===== src/rtl/skipcyc_pd_pkg.sv =====
package skipcyc_pd_pkg;

    localparam int unsigned SKIP_RUN_STD  = 160;
    localparam int unsigned SKIP_RUN_DEEP = 416;

    typedef enum logic [2:0] {
        ST_SKIP_RUN_A   = 3'd0,
        ST_AWAIT_ACTIVE = 3'd1,
        ST_SKIP_RUN_B   = 3'd2,
        ST_POWERED_DOWN = 3'd3,
        ST_RECHARGE     = 3'd4
    } pd_state_e;

    function automatic int unsigned run_len_for(input bit deep);
        return deep ? SKIP_RUN_DEEP : SKIP_RUN_STD;
    endfunction

endpackage


===== src/rtl/skipcyc_run_counter.sv =====
module skipcyc_run_counter #(
    parameter int unsigned RUN_LEN = 160,
    parameter int unsigned CNT_W   = $clog2(RUN_LEN + 1)
) (
    input  logic             clk,
    input  logic             rst,
    input  logic             clr,
    input  logic             step,
    output logic [CNT_W-1:0] cnt,
    output logic             at_last
);
    localparam logic [CNT_W-1:0] CNT_MAX  = CNT_W'(RUN_LEN);
    localparam logic [CNT_W-1:0] CNT_LAST = CNT_W'(RUN_LEN - 1);

    always_ff @(posedge clk) begin
        if (rst || clr) begin
            cnt <= '0;
        end else if (step && (cnt != CNT_MAX)) begin
            cnt <= cnt + 1'b1;
        end
    end

    assign at_last = (cnt == CNT_LAST);

endmodule


===== src/rtl/skipcyc_pattern_fsm.sv =====
module skipcyc_pattern_fsm
    import skipcyc_pd_pkg::*;
(
    input  logic      clk,
    input  logic      rst,
    input  logic      cyc_start,
    input  logic      cyc_fired,
    input  logic      rail_low,
    input  logic      rail_top,
    input  logic      at_last,
    output pd_state_e state,
    output logic      cnt_clr,
    output logic      cnt_step
);
    pd_state_e state_nx;

    always_ff @(posedge clk) begin
        if (rst) begin
            state <= ST_SKIP_RUN_A;
        end else begin
            state <= state_nx;
        end
    end

    always_comb begin
        state_nx = state;
        cnt_clr  = 1'b0;
        cnt_step = 1'b0;
        unique case (state)
            ST_SKIP_RUN_A: begin
                if (cyc_start) begin
                    if (cyc_fired) begin
                        cnt_clr = 1'b1;
                    end else begin
                        cnt_step = 1'b1;
                        if (at_last) begin
                            state_nx = ST_AWAIT_ACTIVE;
                        end
                    end
                end
            end
            ST_AWAIT_ACTIVE: begin
                if (cyc_start) begin
                    if (cyc_fired) begin
                        cnt_clr  = 1'b1;
                        state_nx = ST_SKIP_RUN_B;
                    end else begin
                        cnt_step = 1'b1;
                    end
                end
            end
            ST_SKIP_RUN_B: begin
                if (cyc_start) begin
                    if (cyc_fired) begin
                        cnt_clr  = 1'b1;
                        state_nx = ST_SKIP_RUN_A;
                    end else if (at_last) begin
                        cnt_clr  = 1'b1;
                        state_nx = ST_POWERED_DOWN;
                    end else begin
                        cnt_step = 1'b1;
                    end
                end
            end
            ST_POWERED_DOWN: begin
                if (rail_low) begin
                    state_nx = ST_RECHARGE;
                end
            end
            ST_RECHARGE: begin
                if (rail_top) begin
                    cnt_clr  = 1'b1;
                    state_nx = ST_SKIP_RUN_A;
                end
            end
            default: begin
                cnt_clr  = 1'b1;
                state_nx = ST_SKIP_RUN_A;
            end
        endcase
    end

endmodule


===== src/rtl/skipcyc_pd_seq.sv =====
module skipcyc_pd_seq
    import skipcyc_pd_pkg::*;
#(
    parameter bit          DEEP_VARIANT = 1'b0,
    parameter int unsigned RUN_LEN      = run_len_for(DEEP_VARIANT)
) (
    input  logic clk,
    input  logic rst,
    input  logic cyc_start,
    input  logic cyc_fired,
    input  logic rail_low,
    input  logic rail_top,
    output logic pd_active,
    output logic recharge_req,
    output logic sw_inhibit
);
    localparam int unsigned CNT_W = $clog2(RUN_LEN + 1);

    pd_state_e        state;
    logic             cnt_clr;
    logic             cnt_step;
    logic             at_last;
    logic [CNT_W-1:0] run_cnt;

    skipcyc_pattern_fsm u_fsm (
        .clk       (clk),
        .rst       (rst),
        .cyc_start (cyc_start),
        .cyc_fired (cyc_fired),
        .rail_low  (rail_low),
        .rail_top  (rail_top),
        .at_last   (at_last),
        .state     (state),
        .cnt_clr   (cnt_clr),
        .cnt_step  (cnt_step)
    );

    skipcyc_run_counter #(
        .RUN_LEN (RUN_LEN),
        .CNT_W   (CNT_W)
    ) u_cnt (
        .clk     (clk),
        .rst     (rst),
        .clr     (cnt_clr),
        .step    (cnt_step),
        .cnt     (run_cnt),
        .at_last (at_last)
    );

    always_comb begin
        pd_active    = 1'b0;
        recharge_req = 1'b0;
        sw_inhibit   = 1'b0;
        unique case (state)
            ST_SKIP_RUN_A, ST_AWAIT_ACTIVE, ST_SKIP_RUN_B: begin
                sw_inhibit = 1'b0;
            end
            ST_POWERED_DOWN: begin
                pd_active  = 1'b1;
                sw_inhibit = 1'b1;
            end
            ST_RECHARGE: begin
                recharge_req = 1'b1;
                sw_inhibit   = 1'b1;
            end
            default: begin
                sw_inhibit = 1'b1;
            end
        endcase
    end

endmodule


===== config.mk =====
export PLATFORM = sky130hd
export DESIGN_NAME = skipcyc_pd_seq
export DESIGN_NICKNAME = d
export VERILOG_FILES = /design/src/rtl/skipcyc_pd_pkg.sv /design/src/rtl/skipcyc_run_counter.sv /design/src/rtl/skipcyc_pattern_fsm.sv /design/src/rtl/skipcyc_pd_seq.sv
export SDC_FILE = /design/constraint.sdc
export NUM_CORES = 1
export LEC_CHECK = 0
export ABC_AREA = 1
export ABC_CLOCK_PERIOD_IN_PS = 3900
export BUFFER_PORTS_ARGS = -buffer_cell sky130_fd_sc_hd__buf_2
export CORE_MARGIN = 4
export CORE_UTILIZATION = 55
export CTS_CLUSTER_DIAMETER = 80
export DETAILED_ROUTE_END_ITERATION = 16
export GPL_TIMING_DRIVEN = 0
export PLACE_DENSITY = 0.76
export SLEW_MARGIN = 10
export SYNTH_ARGS = -nofsm -noshare
export SYNTH_HDL_FRONTEND = slang
export SYNTH_SLANG_ARGS = --single-unit

===== constraint.sdc =====
create_clock -name clk -period 3.9 [get_ports clk]
set_input_delay 0.39 -clock clk [delete_from_list [all_inputs] [get_ports clk]]
set_output_delay 0.39 -clock clk [all_outputs]
set_load 0.05 [all_outputs]

# --- Word-level counts from Yosys, hierarchy flattened ---
# Cells that the tools add are included.
totals:
  reg_bits: 11
  inputBits: 6
  output_inout_bits: 3
  word_cells: 51
classes:
  addsub: 1
  n_eq_ne: 15
  mux: 27
  reduce_logical: 6
ops:
  columns: ["op", "count"]
  rows:
  - ["$mux 3", 10]
  - ["$ne 2x2->1 const B", 8]
  - ["$pmux 3 s5", 1]
  - ["$mux 1", 14]
  - ["$reduce_and 9->1", 1]
  - ["$add 8x1->8 const B", 1]
  - ["$eq 8x8->1 const B", 1]
  - ["$ne 8x8->1 const B", 1]
  - ["$eq 3x2->1 const B", 2]
  - ["$pmux 1 s4", 1]
  - ["$eq 3x1->1 const B", 1]
  - ["$eq 3x3->1 const B", 1]
  - ["$logic_not 3->1", 1]
  - ["$ne 3x3->1 const B", 1]
  - ["$reduce_or 3->1", 1]
  - ["$pmux 1 s2", 1]
  - ["$reduce_or 2->1", 1]
  - ["$logic_and 1x1->1", 1]
  - ["$logic_or 1x1->1", 1]

# --- Logic depth before layout (Yosys ltp) ---
# Gate-level depths: netlist of run 1.
depth:
  ltp_word: 6
  ltp_mapped: 10
  depth_no_buf: 9

# --- Cells and area by module ---
# Synthesis of run 1 repeated with hierarchy kept, for this count alone.
unflattened:
  hier_cells: 146
  hier_area_um2: 879.6
modules_own_cells:
  columns: ["mod", "n_inst", "cells_each", "area_each_um2", "seq_area_each_um2"]
  rows:
  - ["skipcyc_run_counter", 1, 87, 536.8, 160.2]
  - ["skipcyc_pattern_fsm", 1, 52, 316.6, 60.1]
  - ["skipcyc_pd_seq", 1, 7, 26.3, 0.0]

# --- Least setup slack after synthesis of run 1 ---
# No wires, ideal clock.
synth_path:
  path_kind: "reg2out"
  startpoint: "register u_fsm.state[2]"
  endpoint: "output port recharge_req"
  t_arrival_ns: 1.571
  required_ns: 3.510
  slack_ns: 1.939
  stages_incl_launch_ff: 3
  path_buffers: 0
  path_cell_list: "dfxtp_1 -> inv_2 -> nor3_1"
synth_via:
  elab_chain_cells: 2
synth_lines:
  columns: ["element", "line", "source"]
  rows:
  - ["start: declaration", "skipcyc_pattern_fsm.sv:11", "output pd_state_e state,"]
  - ["start signal: assignment", "skipcyc_pattern_fsm.sv:21", "state <= state_nx;"]
  - ["$eq 3x3->1", "skipcyc_pd_seq.sv:54", "unique case (state)"]
  - ["$mux 1", "skipcyc_pd_seq.sv:54", null]
  - ["end: declaration", "skipcyc_pd_seq.sv:14", "output logic recharge_req,"]
# Every way passes these cells.

# --- Final worst setup path of run 1 ---
# Ends and elaborated chain as after synthesis.

==> metrics, run 1 <==
post-CTS setup buffer count=0; drt via density=5.191; post-DP HPWL=between 1000 and 1500 µm; Total Wirelength=about 1700 µm; main combinational cell family by area after synthesis=simple AND/OR/NAND/NOR gates; CORE AREA=1506 µm²; CTS tree=done; DRC viols=0; Slew @ Worst Pin=0.3934 ns; Fin Setup TNS=0 ns; Worst Hold Path EP=u_fsm.state[0]$_SDFFE_PP0P_; Inserted Diodes=0; Worst Path Required=3.51 ns; Critical Path Max Stage Delay=0.51 ns; share of the synthesized area in the top cell type=24.86%; Max IR drop VDD=0.4262 mV; Starting DRT DRC Count=14; row count=14; CP Capture Type=output port; Worst Skew=0.008270 ns; final std cells w/o fill=approximately 160; first-pass GRT wire length=around 2900 µm; Worst-path clk slew=0.08 ns; post-synthesis simple-gate area fraction=45.90%; number of global-route vias before repair=684; maxcap violations=0; status=completed; Area contributors post-synth=dfxtp_1 25%, nand2_1 14%, a21oi_2 8.9%; syn_area_per_cell=6.867 µm²; most frequent cells in the layout=33 x nand2_1, 19 x inv_1, 14 x nand3_1; Max clock buf depth=2; die width=48.13 µm; CTS H-tree depth=1; Yosys Warn Count=0; share of layout cells above drive strength 1=27.66%; CP Cell Sequence=inv_2, nor3_1, buf_2; hold path startpoint=rst; Startpoint Class=flop; CTS resizes=0; IO Pins=9; hold buffer count at cts=0; Worst R2R Setup Slack=2.27 ns; reg2reg path depth=8; port buffer count=8; Post-Synth XOR/XNOR Area=3.955%; max_slew headroom=73.67%; Peak Freq=0.5924 GHz; sequential share of the synthesized area=24.86%; arrival time worst endpoint=1.30 ns; Tmin final=~1.7 ns; commonest non-fill, non-tap cell in the layout=nand2_1; hold_ws=0.3920 ns; PD cells=559.9 nW/µm²; Worst R2R Start=u_cnt.cnt[1]$_SDFFE_PP0P_; flop and latch count out of synthesis=11; adder-cell share of the synthesized area=2.825%; synthesized area=between 800 and 900 µm²; DR pass1 iterations=4; Inst Count DP=around 150; clock root buffer master=clkbuf_4; worst hold stages=4; Die ar.=~2300 µm²; initial antenna violation count=0; Area Growth Syn to Fin=9.746%; static leakage=about 0.42 nW; Power, Total=0.5444 mW; Setup CP Type=flop to output port; initial core utilization=58.80%; multiplexer area fraction after synthesis=0%; unique cell type count in the Yosys netlist=22; number of routed nets with antenna violations=0; worst skew pair latency=0.28 ns; Vias=815; DIE HEIGHT=48.13 µm; slowest CP cell=dfxtp_1; CTS buffer count=3; reg2reg end=u_cnt.cnt[0]$_SDFFE_PP0P_; count of final hold-check violations=0; Tot GR Track Use=a little under a fifth; hold crit path type=input port to flop; Syn Inst Count=129; largest area contributor in the netlist=dfxtp_1; setup violators final=0; GPL Wtd Cong=0.8423; clock sinks=11; Routed wire per std cell=11.13 µm; largest net degree at the start of global routing=11; NumNets Final=150; Syn Nets=137; GRT Residual Overflow=0; RSZ-0062 raised after global routing=false; period utilization=43.28%; crit-path max FO=7; Compound-Gate Fraction of Synth Area=11.86%; Slew Viols, Final=0
Yosys cell counts (all sizes together):
| library cell | n |
|---|---|
| buf | 1 |
| nand3b | 1 |
| a21oi | 10 |
| dfxtp | 11 |
| nand3 | 16 |
| ha | 2 |
| xor2 | 4 |
| o21ai | 2 |
| nor3 | 3 |
| nand2 | 39 |
| nor2 | 15 |
| inv | 22 |
| nand4 | 3 |
cells by family after synthesis:
kind of cell / Yosys count
buffers and inverters: 23
adders and majority gates: 2
DFF: 11
AOI/OAI and AO/OA: 12
xor gates and xnor gates: 4
and+or+nand+nor: 77
layout make-up:
type	count	area (µm²)
clock buffer	4	26.28
buffer	1	11.26
timing repair buffer	8	40.04
multi-input combinational	95	571.8
inverter	22	82.58
tap	16	20.02
fill	131	534.3
sequential	11	220.2
where the power goes:
group	internal [mW]	total [mW]	switching [mW]	leakage, nW
logic	0.0969	0.309	0.212	0.312
registers	0.128	0.153	0.0247	0.0891
clock network	0.0396	0.0822	0.0425	0.0150
layer usage:
layer  part of all wire (%)  track usage (%)
met5                      0                0
met4                    1.8            6.452
met3                    3.8            3.321
met2                     45            27.18
met1                     50            25.61
flip-flops by register name (all words and copies together) (netlist names):
signal       flops
u_cnt.cnt        8
u_fsm.state      3
worst max path at each step:
stage,startpoint,to,cells after the start
after floorplan,u_fsm.state[2]$_SDFFE_PP0P_,recharge_req,2
after global placement,u_cnt.cnt[1]$_SDFFE_PP0P_,u_cnt.cnt[0]$_SDFFE_PP0P_,8
after detailed placement,u_cnt.cnt[1]$_SDFFE_PP0P_,u_cnt.cnt[3]$_SDFFE_PP0P_,8
after CTS,u_fsm.state[2]$_SDFFE_PP0P_,recharge_req,3
after global routing,u_fsm.state[2]$_SDFFE_PP0P_,recharge_req,3
final,u_fsm.state[2]$_SDFFE_PP0P_,recharge_req,3
per-stage QoR:
stage               instance area, µm²  setup WS, ns  util [%]
detailed placement               945.9         2.287     62.79
finish                           972.2         2.212     64.53
CTS                              972.2         2.202     64.53
global route                     972.2         2.135     64.53
global placement                 945.9         2.311     62.79
floorplan                        885.9         1.939         -
worst max-delay path: cells and delay by family (launching register included):
kind	cells	cell delay, ns
flops	1	0.51
simple gates	1	0.13
buf+inv	2	0.38
Note: power is estimated with default switching activity, not from simulation.
==> run 2: changes to the inputs <==
Settings changed: ABC_CLOCK_PERIOD_IN_PS 3900 to 1700.
Clock period 3.9 ns to 1.7 ns, I/O delays scaled along.
==> metrics, run 2 (same netlist as run 1, synthesis figures left out) <==
Worst-path clk slew=0.08 ns (about the same); CTS resizes=0 (unchanged); final std cells w/o fill=158 (was 157); Setup CP Type=flop to flop (was flop to output port); worst skew pair latency=0.27 ns (was 0.28 ns); post-DP HPWL=1292 µm (was 1308 µm); Max IR drop VDD=0.7365 mV (was 0.4262 mV); Reg with most FFs=u_cnt.cnt (unchanged); initial antenna violation count=0 (unchanged); post-CTS setup buffer count=0 (unchanged); CORE AREA=1506 µm² (unchanged); Critical Path Max Stage Delay=0.38 ns (was 0.51 ns); Slew @ Worst Pin=0.3359 ns (was 0.3934 ns); CP Capture Type=flop (was output port); Worst Path Required=1.87 ns (was 3.51 ns); Power, Total=1.271 mW (was 0.5444 mW); Area Growth Syn to Fin=12.57% (was 9.746%); Tmin final=1.570 ns; Routed wire per std cell=10.53 µm (was 11.13 µm); row count=14 (unchanged); most frequent CP cell=nand2_8; Inserted Diodes=0 (unchanged); Max clock buf depth=2 (unchanged); DIE HEIGHT=48.13 µm (unchanged); IO Pins=9 (unchanged); hold crit path type=input port to flop (unchanged); die width=48.13 µm (unchanged); Vias=821 (was 815); cell area after layout=997.2 µm² (was 972.2 µm²); RSZ-0062 raised after global routing=false (unchanged); PD cells=1274 nW/µm² (was 559.9 nW/µm²); most frequent cells in the layout=33 x nand2_1, 19 x inv_1, 14 x nand3_1 (unchanged); commonest non-fill, non-tap cell in the layout=nand2_1 (unchanged); Starting DRT DRC Count=13 (was 14); max_slew headroom=77.43% (was 73.67%); Fin Setup TNS=0 ns (unchanged); Peak Freq=0.6369 GHz; Worst Skew=0.007266 ns (was 0.008270 ns); CP Cell Sequence=ha_1, nand3_2, inv_1, nand2_2, nand2_8, nand2_8, o21ai_4, buf_12, a21oi_2 (was inv_2, nor3_1, buf_2); static leakage=0.4297 nW (was 0.4162 nW); share of layout cells above drive strength 1=28.87% (was 27.66%); CTS tree=done (unchanged); clock sinks=11 (unchanged); crit-path max FO=10 (was 7); final core utilization=66.20% (was 64.53%); port buffer count=8 (unchanged); largest registers=u_cnt.cnt: 8 flops, u_fsm.state: 3 flops (unchanged); NumNets Final=151 (was 150); CTS H-tree depth=1 (unchanged); maxcap violations=0 (unchanged); Startpoint Class=flop (unchanged); post-route setup slack=0.1299 ns (was 2.212 ns); period utilization=92.36%; Area after DPL=950.9 µm² (was 945.9 µm²); DR pass1 iterations=4 (unchanged); Total Wirelength=1664 µm (was 1748 µm); Tot GR Track Use=17.76% (was 18.04%); initial core utilization=58.80% (unchanged); hold buffer count at cts=0 (unchanged); number of routed nets with antenna violations=0 (unchanged); Slew Viols, Final=0 (unchanged); DRC viols=0 (unchanged); Largest register FFs=8 (unchanged); drt via density=5.196 (was 5.191); arrival time worst endpoint=1.74 ns (was 1.30 ns); Die ar.=2317 µm² (unchanged); Inst Count DP=153 (unchanged); first-pass GRT wire length=2898 µm (was 2932 µm); count of final hold-check violations=0 (unchanged); number of global-route vias before repair=739 (was 684); clock root buffer master=clkbuf_4 (unchanged); Post-Place Worst Slack=0.1015 ns (was 2.287 ns); largest net degree at the start of global routing=11 (unchanged); slowest CP cell=dfxtp_1 (unchanged); fillers=128 (was 131); GRT Residual Overflow=0 (unchanged); hold_ws=0.1805 ns (was 0.3920 ns); CTS buffer count=3 (unchanged); GPL Wtd Cong=0.8332 (was 0.8423); setup violators final=0 (unchanged); status=completed (unchanged)
[run 2: cell types whose count changed in the layout (fill, tap and decap cells not counted)]
| cell | change |
|---|---|
| nor3_2 | +1 |
| buf_12 | +1 |
| nor3_1 | -1 |
[run 2: path summary, 6_finish.rpt]
check | from | to | slack (ns) | cells after the start
hold / removal | rst | u_fsm.state[0]$_SDFFE_PP0P_ | 0.18 | 4
setup / recovery | u_cnt.cnt[0]$_SDFFE_PP0P_ | u_cnt.cnt[6]$_SDFFE_PP0P_ | 0.13 | 9
setup reg to reg | u_cnt.cnt[0]$_SDFFE_PP0P_ | u_cnt.cnt[6]$_SDFFE_PP0P_ | 0.13 | 9
hold reg to reg | u_cnt.cnt[3]$_SDFFE_PP0P_ | u_cnt.cnt[3]$_SDFFE_PP0P_ | 0.50 | 2
[run 2: routing by layer]
metal  vias up  part of all wire [%]  GRT usage (%)
met3         4                   2.9          4.428
met2        13                    50          31.93
li1        431                     -              -
met4         0                   2.0          6.452
met1       373                    45          20.09
met5         -                     0              0
[run 2: layout make-up]
class / count / area, µm² / area share (%)
multi-input cells: 95 / 576.8 / 57.84
repair buffers: 9 / 60.06 / 6.023
flip-flops and latches: 11 / 220.2 / 22.08
inverters: 22 / 82.58 / 8.281
clock buffers: 4 / 26.28 / 2.635
well taps: 16 / 20.02 / 2.008
plain buffers: 1 / 11.26 / 1.129
[run 2: critical path: cells and delay by family, from the launching register on]
family / cells / cell delay [ns]
adders and majority gates: 1 / 0.22
and+or+nand+nor: 4 / 0.39
DFF: 1 / 0.38
buffers and inverters: 2 / 0.26
AOI/OAI and AO/OA: 2 / 0.21
[run 2: report_power, final]
group          internal [mW]  switching (mW)  leakage [nW]
registers              0.295          0.0572        0.0891
logic                  0.249           0.486         0.326
clock network         0.0909          0.0934        0.0150
total                  0.634           0.636         0.430
